$ cat config.mk
export PLATFORM = sky130hd
export DESIGN_NAME = dvfs_seq
export DESIGN_NICKNAME = d
export VERILOG_FILES = /design/src/rtl/dvfs_seq_pkg.sv /design/src/rtl/dvfs_pll_rom.sv /design/src/rtl/dvfs_div_rom.sv /design/src/rtl/dvfs_wait_timer.sv /design/src/rtl/dvfs_seq.sv
export SDC_FILE = /design/constraint.sdc
export NUM_CORES = 1
export LEC_CHECK = 0
export ABC_CLOCK_PERIOD_IN_PS = 4700
export BUFFER_PORTS_ARGS = -buffer_cell sky130_fd_sc_hd__clkbuf_2
export CORE_UTILIZATION = 40
export CTS_CLUSTER_SIZE = 12
export DETAILED_ROUTE_END_ITERATION = 6
export GPL_TIMING_DRIVEN = 0
export PLACE_DENSITY_LB_ADDON = 0.12
export SYNTH_ARGS = -nofsm -noshare
export SYNTH_HDL_FRONTEND = slang
export SYNTH_HIERARCHICAL = 1
export SYNTH_SLANG_ARGS = --single-unit
$ cat constraint.sdc
create_clock -name clk -period 4.7 [get_ports clk]
set_input_delay 0.47 -clock clk [delete_from_list [all_inputs] [get_ports clk]]
set_output_delay 0.47 -clock clk [all_outputs]
set_load 0.01 [all_outputs]
$ cat src/rtl/dvfs_seq_pkg.sv
package dvfs_seq_pkg;

    localparam int LVL_W      = 4;
    localparam int NUM_LVL    = 1 << LVL_W;
    localparam int DATA_W     = 32;
    localparam int NUM_DIV0   = 8;
    localparam int NUM_DIV1   = 2;
    localparam int SLOT_W     = 4;
    localparam int RATIO_W    = 3;
    localparam int MUL_W      = 10;
    localparam int PRE_W      = 6;
    localparam int POST_W     = 3;

    localparam logic [2:0] MUX_ON_MAIN = 3'd1;
    localparam logic [2:0] MUX_ON_ALT  = 3'd2;

    typedef enum logic [2:0] {
        TGT_DIV0 = 3'd0,
        TGT_DIV1 = 3'd1,
        TGT_MUX  = 3'd2,
        TGT_LOCK = 3'd3,
        TGT_PLL  = 3'd4,
        TGT_POST = 3'd5
    } tgt_e;

    typedef enum logic [3:0] {
        ST_IDLE,
        ST_ROUTE,
        ST_DIV0_WR,
        ST_DIV0_WAIT,
        ST_DIV1_WR,
        ST_DIV1_WAIT,
        ST_ALT_WR,
        ST_ALT_WAIT,
        ST_LOCK_WR,
        ST_PLL_WR,
        ST_LOCK_WAIT,
        ST_MAIN_WR,
        ST_MAIN_WAIT,
        ST_POST_WR,
        ST_DONE
    } state_e;

    typedef struct packed {
        logic [MUL_W-1:0]  mul;
        logic [PRE_W-1:0]  pre;
        logic [POST_W-1:0] post;
    } pll_cfg_t;

endpackage

$ cat src/rtl/dvfs_pll_rom.sv
module dvfs_pll_rom
    import dvfs_seq_pkg::*;
(
    input  logic [LVL_W-1:0] lvl_i,
    output pll_cfg_t         cfg_o
);

    always_comb begin
        cfg_o = '0;
        unique case (lvl_i)
            4'd0:  cfg_o = '{mul: 10'd425, pre: 6'd6, post: 3'd0};
            4'd1:  cfg_o = '{mul: 10'd200, pre: 6'd3, post: 3'd0};
            4'd2:  cfg_o = '{mul: 10'd250, pre: 6'd4, post: 3'd0};
            4'd3:  cfg_o = '{mul: 10'd175, pre: 6'd3, post: 3'd0};
            4'd4:  cfg_o = '{mul: 10'd325, pre: 6'd6, post: 3'd0};
            4'd5:  cfg_o = '{mul: 10'd200, pre: 6'd4, post: 3'd0};
            4'd6:  cfg_o = '{mul: 10'd275, pre: 6'd6, post: 3'd0};
            4'd7:  cfg_o = '{mul: 10'd125, pre: 6'd3, post: 3'd0};
            4'd8:  cfg_o = '{mul: 10'd150, pre: 6'd4, post: 3'd0};
            4'd9:  cfg_o = '{mul: 10'd100, pre: 6'd3, post: 3'd0};
            4'd10: cfg_o = '{mul: 10'd175, pre: 6'd3, post: 3'd1};
            4'd11: cfg_o = '{mul: 10'd200, pre: 6'd4, post: 3'd1};
            4'd12: cfg_o = '{mul: 10'd125, pre: 6'd3, post: 3'd1};
            4'd13: cfg_o = '{mul: 10'd100, pre: 6'd3, post: 3'd1};
            4'd14: cfg_o = '{mul: 10'd200, pre: 6'd4, post: 3'd2};
            default: cfg_o = '{mul: 10'd100, pre: 6'd3, post: 3'd2};
        endcase
    end

endmodule

$ cat src/rtl/dvfs_div_rom.sv
module dvfs_div_rom
    import dvfs_seq_pkg::*;
(
    input  logic [LVL_W-1:0]           lvl_i,
    output logic [NUM_DIV0*SLOT_W-1:0] div0_o,
    output logic [NUM_DIV1*SLOT_W-1:0] div1_o
);

    logic [RATIO_W-1:0] r0 [NUM_DIV0];
    logic [RATIO_W-1:0] r1 [NUM_DIV1];

    // slot order: core, core-side bus, coherency port, peripheral,
    // trace bus, debug APB, PLL output, second core ratio
    always_comb begin
        r0[0] = 3'd0;
        r0[2] = 3'd7;
        r0[3] = 3'd7;
        r0[7] = 3'd0;

        if (lvl_i <= 4'd1 || lvl_i == 4'd6) r0[1] = 3'd3;
        else if (lvl_i <= 4'd5)             r0[1] = 3'd2;
        else                                r0[1] = 3'd1;

        if      (lvl_i <= 4'd2)  r0[4] = 3'd7;
        else if (lvl_i <= 4'd4)  r0[4] = 3'd6;
        else if (lvl_i <= 4'd6)  r0[4] = 3'd5;
        else if (lvl_i <= 4'd9)  r0[4] = 3'd4;
        else if (lvl_i <= 4'd11) r0[4] = 3'd3;
        else if (lvl_i <= 4'd13) r0[4] = 3'd2;
        else                     r0[4] = 3'd1;

        r0[5] = (lvl_i == 4'd0) ? 3'd3 : 3'd1;

        if      (lvl_i == 4'd0) r0[6] = 3'd5;
        else if (lvl_i <= 4'd3) r0[6] = 3'd4;
        else if (lvl_i <= 4'd6) r0[6] = 3'd3;
        else if (lvl_i <= 4'd9) r0[6] = 3'd2;
        else                    r0[6] = 3'd1;

        r1[0] = 3'd0;
        r1[1] = 3'd2;
    end

    for (genvar g = 0; g < NUM_DIV0; g++) begin : g_pack0
        assign div0_o[g*SLOT_W +: SLOT_W] = {{(SLOT_W-RATIO_W){1'b0}}, r0[g]};
    end

    for (genvar g = 0; g < NUM_DIV1; g++) begin : g_pack1
        assign div1_o[g*SLOT_W +: SLOT_W] = {{(SLOT_W-RATIO_W){1'b0}}, r1[g]};
    end

endmodule

$ cat src/rtl/dvfs_wait_timer.sv
module dvfs_wait_timer #(
    parameter int TIMEOUT = 4096
) (
    input  logic clk,
    input  logic rst_n,
    input  logic run_i,
    output logic expired_o
);

    localparam int CNT_W = $clog2(TIMEOUT + 1);

    logic [CNT_W-1:0] cnt_d, cnt_q;

    always_comb begin
        cnt_d     = run_i ? cnt_q + 1'b1 : '0;
        expired_o = run_i && (cnt_q == CNT_W'(TIMEOUT - 1));
    end

    always_ff @(posedge clk or negedge rst_n) begin
        if (!rst_n) cnt_q <= '0;
        else        cnt_q <= cnt_d;
    end

endmodule

$ cat src/rtl/dvfs_seq.sv
module dvfs_seq
    import dvfs_seq_pkg::*;
#(
    parameter int TIMEOUT    = 4096,
    parameter int LOCK_PER_P = 250
) (
    input  logic                clk,
    input  logic                rst_n,
    input  logic                start_i,
    input  logic [LVL_W-1:0]    old_lvl_i,
    input  logic [LVL_W-1:0]    new_lvl_i,
    output logic                busy_o,
    output logic                done_o,
    output logic                err_o,
    output logic                wr_valid_o,
    output logic [2:0]          wr_sel_o,
    output logic [DATA_W-1:0]   wr_data_o,
    input  logic [NUM_DIV0-1:0] div0_busy_i,
    input  logic [NUM_DIV1-1:0] div1_busy_i,
    input  logic [2:0]          mux_stat_i,
    input  logic                pll_lock_i
);

    localparam logic [$bits(pll_cfg_t)-1:0] RELOCK_MASK =
        {{MUL_W{1'b1}}, {PRE_W{1'b1}}, {POST_W{1'b0}}};

    typedef struct packed {
        state_e           st;
        logic [LVL_W-1:0] old_lvl;
        logic [LVL_W-1:0] new_lvl;
        logic             div_pend;
        logic             pll_pend;
        logic             err;
    } seq_t;

    seq_t q, d;

    pll_cfg_t                   old_cfg, new_cfg;
    logic [NUM_DIV0*SLOT_W-1:0] div0_word;
    logic [NUM_DIV1*SLOT_W-1:0] div1_word;
    logic                       relock;
    logic                       in_wait, wait_ok, expired;
    state_e                     pll_entry;

    dvfs_pll_rom u_pll_old (.lvl_i(q.old_lvl), .cfg_o(old_cfg));
    dvfs_pll_rom u_pll_new (.lvl_i(q.new_lvl), .cfg_o(new_cfg));

    dvfs_div_rom u_div (
        .lvl_i  (q.new_lvl),
        .div0_o (div0_word),
        .div1_o (div1_word)
    );

    dvfs_wait_timer #(.TIMEOUT(TIMEOUT)) u_timer (
        .clk       (clk),
        .rst_n     (rst_n),
        .run_i     (in_wait && !wait_ok),
        .expired_o (expired)
    );

    assign relock    = ((old_cfg ^ new_cfg) & RELOCK_MASK) != '0;
    assign pll_entry = relock ? ST_ALT_WR : ST_POST_WR;

    // wait condition per state
    always_comb begin
        in_wait = 1'b1;
        wait_ok = 1'b0;
        unique case (q.st)
            ST_DIV0_WAIT: wait_ok = (div0_busy_i == '0);
            ST_DIV1_WAIT: wait_ok = (div1_busy_i == '0);
            ST_ALT_WAIT:  wait_ok = (mux_stat_i == MUX_ON_ALT);
            ST_LOCK_WAIT: wait_ok = pll_lock_i;
            ST_MAIN_WAIT: wait_ok = (mux_stat_i == MUX_ON_MAIN);
            default:      in_wait = 1'b0;
        endcase
    end

    // next state
    always_comb begin
        d = q;
        unique case (q.st)
            ST_IDLE: begin
                if (start_i) begin
                    d.old_lvl = old_lvl_i;
                    d.new_lvl = new_lvl_i;
                    d.st      = ST_ROUTE;
                end
            end
            ST_ROUTE: begin
                if (q.new_lvl == q.old_lvl) begin
                    d.st = ST_DONE;
                end else begin
                    d.div_pend = 1'b1;
                    d.pll_pend = 1'b1;
                    d.st       = (q.new_lvl < q.old_lvl) ? ST_DIV0_WR : pll_entry;
                end
            end
            ST_DIV0_WR:   d.st = ST_DIV0_WAIT;
            ST_DIV0_WAIT: if (wait_ok) d.st = ST_DIV1_WR;
            ST_DIV1_WR:   d.st = ST_DIV1_WAIT;
            ST_DIV1_WAIT: begin
                if (wait_ok) begin
                    d.div_pend = 1'b0;
                    d.st       = q.pll_pend ? pll_entry : ST_DONE;
                end
            end
            ST_ALT_WR:    d.st = ST_ALT_WAIT;
            ST_ALT_WAIT:  if (wait_ok) d.st = ST_LOCK_WR;
            ST_LOCK_WR:   d.st = ST_PLL_WR;
            ST_PLL_WR:    d.st = ST_LOCK_WAIT;
            ST_LOCK_WAIT: if (wait_ok) d.st = ST_MAIN_WR;
            ST_MAIN_WR:   d.st = ST_MAIN_WAIT;
            ST_MAIN_WAIT: begin
                if (wait_ok) begin
                    d.pll_pend = 1'b0;
                    d.st       = q.div_pend ? ST_DIV0_WR : ST_DONE;
                end
            end
            ST_POST_WR: begin
                d.pll_pend = 1'b0;
                d.st       = q.div_pend ? ST_DIV0_WR : ST_DONE;
            end
            ST_DONE:      d.st = ST_IDLE;
            default:      d.st = ST_IDLE;
        endcase

        if (in_wait && !wait_ok && expired) begin
            d.st       = ST_IDLE;
            d.err      = 1'b1;
            d.div_pend = 1'b0;
            d.pll_pend = 1'b0;
        end
    end

    always_ff @(posedge clk or negedge rst_n) begin
        if (!rst_n) begin
            q <= '{st: ST_IDLE, old_lvl: '0, new_lvl: '0,
                   div_pend: 1'b0, pll_pend: 1'b0, err: 1'b0};
        end else begin
            q <= d;
        end
    end

    // write port decode
    always_comb begin
        tgt_e sel;
        sel        = TGT_DIV0;
        wr_valid_o = 1'b1;
        wr_data_o  = '0;
        unique case (q.st)
            ST_DIV0_WR: begin
                sel       = TGT_DIV0;
                wr_data_o = DATA_W'(div0_word);
            end
            ST_DIV1_WR: begin
                sel       = TGT_DIV1;
                wr_data_o = DATA_W'(div1_word);
            end
            ST_ALT_WR: begin
                sel       = TGT_MUX;
                wr_data_o = 32'd1;
            end
            ST_LOCK_WR: begin
                sel       = TGT_LOCK;
                wr_data_o = DATA_W'(new_cfg.pre) * DATA_W'(LOCK_PER_P);
            end
            ST_PLL_WR: begin
                sel       = TGT_PLL;
                wr_data_o = {6'd0, new_cfg.mul, 2'd0, new_cfg.pre, 5'd0, new_cfg.post};
            end
            ST_MAIN_WR: begin
                sel       = TGT_MUX;
                wr_data_o = 32'd0;
            end
            ST_POST_WR: begin
                sel       = TGT_POST;
                wr_data_o = DATA_W'(new_cfg.post);
            end
            default: wr_valid_o = 1'b0;
        endcase
        wr_sel_o = sel;
    end

    assign busy_o = (q.st != ST_IDLE);
    assign done_o = (q.st == ST_DONE);
    assign err_o  = q.err;

endmodule

# After elaboration in Yosys (flattened, before gate mapping)
# Memories as Yosys holds them, arrays and structs flattened.
# Cells that the tools add are included.
[word_totals] register_bits=28 latchBits=0 mem_bits_rw=0 romBits=448 input_bits=25 out_inout_bits=39 memories=2
[memory_table] name="(name not given)" words=16 word_bits=14 rd=1 rd_ports_with_merged_regs=0 write_ports=0 line_no="dvfs_pll_rom.sv:10" text="unique case (lvl_i)"
[memory_table] name="(name not given)" words=16 word_bits=14 rd=1 rd_ports_with_merged_regs=0 write_ports=0 line_no="dvfs_pll_rom.sv:10"
[classes] addsub=1 n_mul=1 div_mod_pow=0 order_cmp=10 eq_ne=26 shift=0 muxes=37 bitwise_logic=1 reduce_logical=20
[ops] operator="one-hot mux 27 bit (6 select lines)" count=1
[ops] operator="one-hot mux 4 bit (14 select lines)" count=1
[ops] operator="2-to-1 mux 4 bit" count=11
[ops] operator="2-to-1 mux 3 bit" count=10
[ops] operator="equality test 4 bit, second input constant" count=7
[ops] operator="!= test 3 bit, second input constant" count=7
[ops] operator="equality test 4 x 3 -> 1 bit, second input constant" count=5
[ops] operator="nonzero test 19 bit" count=1
[ops] operator="XOR 19 bit" count=1
[ops] operator="one-hot mux 3 bit (5 select lines)" count=1
[ops] operator="adder 13 x 1 -> 13 bit, second input constant" count=1
[ops] operator="equality test 13 x 12 -> 1 bit, second input constant" count=1
[ops] operator="multiplier 6 x 7 -> 13 bit, second input constant" count=1
[ops] operator="2-to-1 mux 13 bit" count=1
[ops] operator="<= comparator 4 x 3 -> 1 bit, second input constant" count=3
[ops] operator="<= comparator 4 bit, second input constant" count=3
[ops] operator="2-to-1 mux 12 bit" count=1
[ops] operator="2-to-1 mux 2 bit" count=5
[ops] operator="equality test 4 x 2 -> 1 bit, second input constant" count=2
[ops] operator="<= comparator 4 x 2 -> 1 bit, second input constant" count=2
[ops] operator="zero test 4 bit" count=2
[ops] operator="zero test 8 bit" count=1
[ops] operator="nonzero test 4 bit" count=2
[ops] operator="OR reduction 7 bit" count=1
[ops] operator="20 further kinds" count=25

# Longest topological paths before layout
# Gate-level depths: netlist of run 1.
[depth] word_depth=8 mapped_depth=19 ltp_nobuf=19

# Cells and area by module
# The synthesis of run 1 kept the hierarchy.
[by_module_without_submodules] mod="dvfs_seq" instances=1 cells_per_inst=313 area_each_um2=2549.9
[by_module_without_submodules] mod="dvfs_wait_timer" instances=1 cells_per_inst=62 area_each_um2=621.8
[by_module_without_submodules] mod="dvfs_pll_rom at u_pll_new" instances=1 cells_per_inst=68 area_each_um2=451.7
[by_module_without_submodules] mod="dvfs_pll_rom at u_pll_old" instances=1 cells_per_inst=65 area_each_um2=441.7
[by_module_without_submodules] mod="dvfs_div_rom" instances=1 cells_per_inst=55 area_each_um2=389.1

# Worst setup path before layout of run 1
# OpenSTA, ideal clock, no wires.
[synth_path] path_type="register to output" startpoint="register q[3] (netlist bit)" endpoint="output wr_data_o[11]" arrival_time_ns=4.460 setup_slack_ns=-0.230 stages_incl_launch_ff=18 cell_sequence="dfrtp_1 -> inv_1 -> ha_1 -> nand2b_1 -> a21oi_1 -> a21oi_1 -> inv_1 -> fa_1 -> fa_1 -> fa_1 -> inv_1 -> ha_1 -> nor2b_1 -> o21ai_0 -> a21oi_1 -> nor2_1 -> xor2_1 -> o21ai_0"
[synth_lines] element="start, declared" line_no="dvfs_seq.sv:36" text="seq_t q, d;"
[synth_lines] element="start signal, assigned" line_no="dvfs_seq.sv:137" text="q <= '{st: ST_IDLE, old_lvl: '0, new_lvl: '0,"
[synth_lines] element="end, declared" line_no="dvfs_seq.sv:17" text="output logic [DATA_W-1:0] wr_data_o,"

==> results.json, run 1 <==
{
  "drive_above_1_share_pct": 28.4,
  "cts_buffers": 3,
  "utilization_pct": 49.7,
  "finalCritPeriodShare_pct": 101,
  "clk_pin_slew_ns": 0.10,
  "grt_pass1_vias": 3851,
  "status": "finished with violations",
  "fmax_ghz": 0.210,
  "rsz0062_at_grt": "yes",
  "cp_slowest_cell": "fa_2",
  "violations": "negative setup slack",
  "core_area_sq_um": 10800,
  "cp.buffers_inverters": 6,
  "hold_viol_final": 0,
  "syn_area_per_cell_sq_um": 7.91,
  "hold_path.class": "input pin to asynchronous set/reset pin",
  "required_ns": 4.23,
  "cp_cell_sequence": "inv_4 > ha_4 > nand2b_4 > a21oi_4 > a21o_4 > inv_4 > fa_2 > inv_2 > ha_4 > inv_2 > fa_2 > inv_2 > ha_4 > a21o_1 > a21oi_2 > o21bai_1 > a21oi_1 > xor2_1 > o21ai_1 > buf_2",
  "synthCells": 559,
  "antenna_found_initial": 0,
  "critPathKind": "flip-flop to output pin",
  "grt_max_degree": 29,
  "grt_pass1_wl_microns": 18100,
  "path_delay_family": "adder cells",
  "yosys_warnings": 6,
  "cts_sinks": 28,
  "vias": 4135,
  "cp_data_arrival_time_ns": 4.29,
  "drt_wl_total_microns": 11200,
  "hpwl_microns": 8350,
  "vias_per_cell": 5.10,
  "areaGrowthSynthToFinish_pct": 21.4,
  "end_kind": "output pin",
  "io_buffers": 57,
  "track_usage_pct": 19.4,
  "worst_slack_ns": -0.0639,
  "htree_levels": 1,
  "route.detailed.drc": 0,
  "wl_per_cell_microns": 13.8,
  "root_buffer": "clkbuf_8",
  "fin_crit_ns": 4.76,
  "critical_path.max_stage_delay_ns": 0.59,
  "clock_skew_ns": 0.00895,
  "clockBufferDepth": 2,
  "first_pass_iters": 5,
  "setup_viol": 2,
  "start_util_pct": 41.0,
  "netlist_area_sq_um": 4420,
  "fin_nets": 753,
  "worstMarginPinSlew_ns": 1.15,
  "drv_slew": 0,
  "die_y_microns": 107,
  "drt_iter0_drc": 325,
  "rows": 38,
  "n_antenna_cell": 0,
  "crit_path_max_fanout": 5,
  "clk_latency_ns": 0.28,
  "start_kind": "flip-flop",
  "tritoncts": "built",
  "ctsHoldBuffers": 0,
  "io_pins": 64,
  "place.gp.congestion": 0.863,
  "overflow": 0,
  "antenna_left": 0,
  "die-area_sq_um": 11500,
  "relSlewSlack_pct": 22.8,
  "die_x_microns": 107,
  "maxCapViolations": 0
}
==> repair_timing <==
item,4_1_cts,5_1_grt
cloned,0,0
gates resized for setup,27,18
buffers inserted,8,6
endpoints found under the setup margin,7,5
pin swaps,6,13
==> registers in the layout, indices dropped and copies added (netlist names) <==
register,flops
q,14
u_timer/cnt_q,13
err_o,1
==> routing by layer <==
layer  up-vias  global-route usage, %  wire, microns
met3        12                   1.70            382
met4         0                   3.82            129
li1       2087                      -              -
met1      1934                   25.6           5180
met2       102                   34.6           5480
met5         -                      0              0
==> stage by stage <==
stage / setup TNS (ns) / cells / setup WS [ns] / hold WS [ns] / instance area [sq um]
after floorplan: 0 / 595 / 0.0224 / 0.174 / 4570
after global placement: -2.18 / 792 / -0.583 / 0.455 / 5030
after detailed placement: -2.69 / 792 / -0.655 / 0.469 / 5030
after CTS: -0.0509 / 804 / -0.0273 / 0.236 / 5270
after global routing: -0.625 / 810 / -0.272 / 0.259 / 5370
final: -0.108 / 810 / -0.0639 / 0.206 / 5370
==> layout by cell type, fill, tap and decap left out, types with 5 or more instances in the layout <==
cell type  instances
xnor2_1           24
a22o_1            11
inv_1             47
nor3_1             7
o21ai_1           15
a21oi_2            5
mux2_2             9
and2_1            13
a31oi_1            6
buf_4             54
mux2i_1            5
nand2b_1          11
a21oi_1           33
buf_2             16
nor2_1            41
clkbuf_1           7
conb_1            40
o21ai_0           22
fa_1              10
nor4_1             6
ha_1              37
nand3_1            6
inv_2              5
dfrtp_1           25
a22oi_1           11
nand2_1           29
xor2_1             6
nand4_1            8
clkbuf_2          54
==> final cells by class <==
type	count	area, sq um
Inverter	57	221
Tap cell	140	175
Timing Repair Buffer	71	398
Clock inverter	1	30.0
Sequential cell	28	704
Buffer	65	433
Multi-Input combinational cell	445	3360
Fill cell	1049	5430
Clock buffer	3	41.3
==> final timing paths <==
check                            startpoint           endpoint  slack, ns  cells past startpoint
setup reg to reg                       q[7]              q[12]       1.46                     11
setup / recovery                       q[4]      wr_data_o[10]      -0.06                     20
min in group clk               new_lvl_i[1]               q[4]       0.42                      2
hold / removal                        rst_n  u_timer/cnt_q[10]       0.21                      1
hold reg to reg            u_timer/cnt_q[0]   u_timer/cnt_q[0]       0.49                      1
max in group asynchronous             rst_n               q[4]       4.00                      1
Power of run 1 is not shown: default switching activity piles up to over one toggle a cycle in this logic, so the estimate is an artifact.
==> run 2, diff against run 1 <==
- ABC_AREA: unset -> 1
==> results.json, run 2 <==
{
  "status": "finished with violations",
  "violations": "design-rule violations",
  "worstMarginPinSlew_ns": 0.701,
  "clk_latency_ns": 0.26,
  "cp_data_arrival_time_ns": 4.12,
  "first_pass_iters": 7,
  "vias": 4880,
  "layout_common_cells": "nand2_1 (283), inv_1 (121), nor2_1 (71)",
  "core_area_sq_um": 11600,
  "route.detailed.drc": 2,
  "fmax_ghz": 0.218,
  "drt_iter0_drc": 248,
  "io_pins": 64,
  "antenna_found_initial": 0,
  "clock_skew_ns": 0.00422,
  "grt_max_degree": 29,
  "largest_reg_flops": 14,
  "clockBufferDepth": 2,
  "hold_viol_final": 0,
  "start_util_pct": 41.5,
  "dr_wl_met2_microns": 5620,
  "dpl_cell_area_sq_um": 5400,
  "fin_crit_ns": 4.59,
  "end_kind": "output pin",
  "synthCells": 799,
  "cts_sinks": 28,
  "rows": 39,
  "cts_buffers": 3,
  "met3_length_microns": 479,
  "crit_path_max_fanout": 7,
  "hold_path.class": "input pin to asynchronous set/reset pin",
  "die-area_sq_um": 12400,
  "overflow": 0,
  "htree_levels": 1,
  "hpwl_microns": 9440,
  "routed.top_layer": "met4",
  "grt_pass1_wl_microns": 20100,
  "fin_nets": 1000,
  "antenna_left": 0,
  "critPathKind": "flip-flop to output pin",
  "die_x_microns": 112,
  "drv_slew": 0,
  "tritoncts": "built",
  "utilization_pct": 50.4,
  "max_flop_register": "q",
  "tns_ns": 0,
  "areaGrowthSynthToFinish_pct": 21.4,
  "setup_viol": 0,
  "grt_pass1_vias": 4395,
  "start_kind": "flip-flop",
  "layout_commonest_cell": "nand2_1",
  "netlist_area_sq_um": 4800,
  "track_usage_pct": 19.4,
  "syn_area_per_cell_sq_um": 6.01,
  "rsz0062_at_grt": "yes",
  "required_ns": 4.23,
  "clk_pin_slew_ns": 0.07,
  "drt_wl_total_microns": 11900,
  "finalCritPeriodShare_pct": 97.7,
  "drt-met1-wl_microns": 5700,
  "maxCapViolations": 0,
  "n_antenna_cell": 0,
  "relSlewSlack_pct": 53.3,
  "root_buffer": "clkbuf_16",
  "drive_above_1_share_pct": 24.2,
  "fin_area_sq_um": 5830,
  "place.gp.congestion": 0.833,
  "wl_per_cell_microns": 11.2,
  "vias_per_cell": 4.60,
  "yosys_warnings": 6,
  "die_y_microns": 112,
  "io_buffers": 57
}
[run 2: timing repair]
action / CTS / global route
resized for setup: 28 / 28
pin swaps: 7 / 19
hold buffers: 0 / 0
buffers inserted: 5 / 16
setup endpoints to repair: 6 / 3
[run 2: path summary, 6_finish.rpt]
path / start / end / slack, ns / depth (start not counted)
worst max-delay path: q[3] / wr_data_o[10] / 0.11 / 22
worst min-delay path: rst_n / u_timer/cnt_q[3] / 0.24 / 1
worst max register to register: q[7] / q[12] / 1.95 / 17
worst min register to register: err_o / err_o / 0.47 / 2
max in group asynchronous: rst_n / q[6] / 3.96 / 1
min in group clk: new_lvl_i[3] / q[6] / 0.40 / 3
[run 2: critical path, stage by stage, from the launching register on]
cell	delay [ns]
dfrtp_2	0.42
clkinv_4	0.11
ha_4	0.29
inv_2	0.03
nand2_2	0.08
nand3_4	0.10
nand2_4	0.12
inv_6	0.04
fa_2	0.47
fa_1	0.50
fa_1	0.51
inv_2	0.05
ha_4	0.23
a21oi_2	0.11
nand2_1	0.09
nand2_1	0.09
nand2_1	0.06
nand2_1	0.05
nand2_1	0.07
a21oi_1	0.13
o21ai_1	0.08
o211ai_1	0.09
buf_2	0.15
[run 2: per-layer routing]
layer	track usage [%]	up-vias
met5	0	-
met4	2.70	0
met3	1.63	8
met2	34.2	118
met1	26.3	2160
li1	-	2594
[run 2: metrics by stage]
step / hold WS (ns) / std cells / worst slack, ns
global route: 0.305 / 1060 / -0.0916
global placement: 0.449 / 1035 / -0.680
CTS: 0.270 / 1044 / 0.0128
floorplan: 0.174 / 835 / 0.00539
detailed placement: 0.450 / 1035 / -0.661
finish: 0.241 / 1060 / 0.106
[run 2: layout make-up]
cell class	count	area, sq um
clock buffer	3	75.1
clock inverter	1	30.0
tap	143	179
buffer	52	400
inverter	139	542
multi-input combinational	616	3440
sequential	28	706
fill	1228	5740
timing repair buffer	78	459
Power of run 2 is left out for the same reason.
==> run 3, diff against run 2 <==
- SYNTH_HIERARCHICAL: 1 -> unset
==> results.json, run 3 <==
{
  "drt_iter0_drc": 152,
  "ff2ff_setup_slack_ns": 2.19,
  "syn_area_per_cell_sq_um": 6.02,
  "start_util_pct": 41.0,
  "critical_path.max_stage_delay_ns": 0.48,
  "finalCritPeriodShare_pct": 93.2,
  "rows": 35,
  "hold_viol_final": 0,
  "r2r_end": "q[12]",
  "antenna_left": 0,
  "vias": 4027,
  "hpwl_microns": 8160,
  "rr_startpoint": "q[7]",
  "clk_latency_ns": 0.27,
  "layout_common_cells": "nand2_1 (205), nor2_1 (80), inv_1 (67)",
  "max_flop_register": "q",
  "drv_slew": 0,
  "cp_slowest_cell": "fa_2",
  "ys.flop_type": "dfrtp_1",
  "worstMarginPinSlew_ns": 0.729,
  "grt_pass1_wl_microns": 16500,
  "core_area_sq_um": 9200,
  "maxCapViolations": 0,
  "fin_crit_ns": 4.38,
  "cp_cell_sequence": "clkinvlp_4 > ha_1 > inv_1 > nand2_4 > nand2_2 > nand2_4 > nand2_4 > inv_1 > fa_2 > ha_1 > ha_1 > inv_1 > fa_1 > nor2_2 > nor2_1 > o22ai_2 > nor2_1 > o221ai_1 > clkbuf_2",
  "cp.buffers_inverters": 5,
  "drive_above_1_share_pct": 20.9,
  "die_y_microns": 99.1,
  "regArea_sq_um": 703,
  "die-area_sq_um": 9820,
  "track_usage_pct": 20.7,
  "end_kind": "output pin",
  "tritoncts": "built",
  "n_antenna_cell": 0,
  "cts_buffers": 3,
  "areaGrowthSynthToFinish_pct": 15.9,
  "fin_nets": 762,
  "fin_area_sq_um": 4370,
  "layout_commonest_cell": "nand2_1",
  "synth_cell_types": 41,
  "synthCells": 626,
  "hold_path.class": "input pin to asynchronous set/reset pin",
  "ctsHoldBuffers": 0,
  "die_x_microns": 99.1,
  "antenna_found_initial": 0,
  "vias_per_cell": 4.97,
  "netlist_area_sq_um": 3770,
  "status": "finished, final reports clean",
  "yosysMostFrequentCell": "nand2_1",
  "synth_commonest_cells": "nand2_1 (206), nor2_1 (81), inv_1 (69), nand3_1 (56), ha_1 (34)",
  "yosysTopAreaCellShare_pct": 20.5,
  "tns_ns": 0,
  "drt_wl_total_microns": 10100,
  "clock_skew_ns": 0.00706,
  "route.detailed.drc": 0,
  "cts_sinks": 28,
  "synth_largest_area_cell": "nand2_1",
  "overflow": 0,
  "grt_pass1_vias": 3506,
  "relSlewSlack_pct": 51.4,
  "wl_per_cell_microns": 12.5,
  "multi_input_area_sq_um": 2600,
  "reg2reg_depth": 16,
  "ys_seq_area_share_pct": 18.6,
  "critPathKind": "flip-flop to output pin",
  "crit_path_max_fanout": 6,
  "synth_edf_count": 0,
  "cp_data_arrival_time_ns": 3.91,
  "place.gp.congestion": 0.859,
  "rsz0062_at_grt": "no",
  "start_kind": "flip-flop",
  "setup_viol": 0,
  "ys_async_sr_fraction_pct": 100,
  "grt_max_degree": 29,
  "clk_pin_slew_ns": 0.10,
  "dpl_cell_area_sq_um": 4210,
  "yosys_register_bits": 28,
  "fmax_ghz": 0.228,
  "first_pass_iters": 4,
  "required_ns": 4.23,
  "io_pins": 64,
  "clockBufferDepth": 2,
  "path_delay_family": "adder cells",
  "synth.area.top_cells": "nand2_1 (21%), dfrtp_1 (19%), ha_1 (11%)",
  "htree_levels": 1,
  "largest_reg_flops": 14,
  "nFillCells": 996,
  "root_buffer": "clkbuf_8",
  "io_buffers": 57,
  "yosys_warnings": 0
}
-- run 3: through the flow --
step                util, %  worst slack, ns  cells  hold slack, ns
floorplan                 -            0.804    631           0.174
global placement       45.8            0.156    799           0.448
detailed placement     45.8            0.126    799           0.459
CTS                    47.1           0.0877    808           0.252
global route           47.5           0.0186    810           0.289
finish                 47.5            0.321    810           0.236
-- run 3: timing repair --
item,in CTS,in global routing
cloned,0,0
resized for setup,4,6
endpoints found under the setup margin,2,2
buffers inserted,5,2
-- run 3: worst reg2reg max path, stage by stage, from the launching register on --
cell	delay [ns]
dfrtp_1	0.58
inv_2	0.13
ha_1	0.35
nand2_2	0.14
nand3_1	0.12
nand2_1	0.14
inv_1	0.05
nand2_1	0.07
nand2_1	0.05
nor2_1	0.09
nand2_1	0.08
nor2_2	0.19
nand3_2	0.12
o21ai_1	0.13
nand2_1	0.06
nand2_1	0.06
nand2_1	0.04
-- run 3: cells by family (layout without fill, tap and decap cells) --
family | Yosys count | in the layout | share of synthesized area, %
and+or+nand+nor | 388 | 388 | 44.5
buffers and inverters | 107 | 175 | 13.5
AOI/OAI and AO/OA | 62 | 62 | 9.76
adders and majority gates | 37 | 37 | 12.9
DFF | 28 | 28 | 18.6
xor gates and xnor gates | 2 | 2 | 0.465
other | 1 | 6 | 0.0995
muxes | 1 | 1 | 0.266
-- run 3: worst max path at each step --
stage,from,to,depth (start not counted)
after floorplan,q[4],wr_data_o[9],18
after global placement,q[4],wr_data_o[9],19
after detailed placement,q[4],wr_data_o[9],19
after CTS,q[3],wr_data_o[9],19
after global routing,q[3],wr_data_o[9],20
final,q[3],wr_data_o[9],19
-- run 3: area by class of cell --
| cell class | instances | share of cell area [%] |
|---|---|---|
| Buffer | 22 | 4.21 |
| Clock buffer | 3 | 0.945 |
| Clock inverter | 1 | 0.687 |
| Multi-Input combinational cell | 496 | 59.6 |
| Inverter | 85 | 7.59 |
| Sequential cell | 28 | 16.1 |
| Tap cell | 111 | 3.18 |
| Timing Repair Buffer | 64 | 7.73 |
-- run 3: per-layer routing --
metal  up-vias  wire length, microns  GRT usage [%]
met5         -                     0              0
met3        10                   382           2.20
li1       2109                     -              -
met2        92                  4660           35.3
met4         0                    89           2.94
met1      1816                  5000           29.0
Power of run 3 is left out for the same reason.
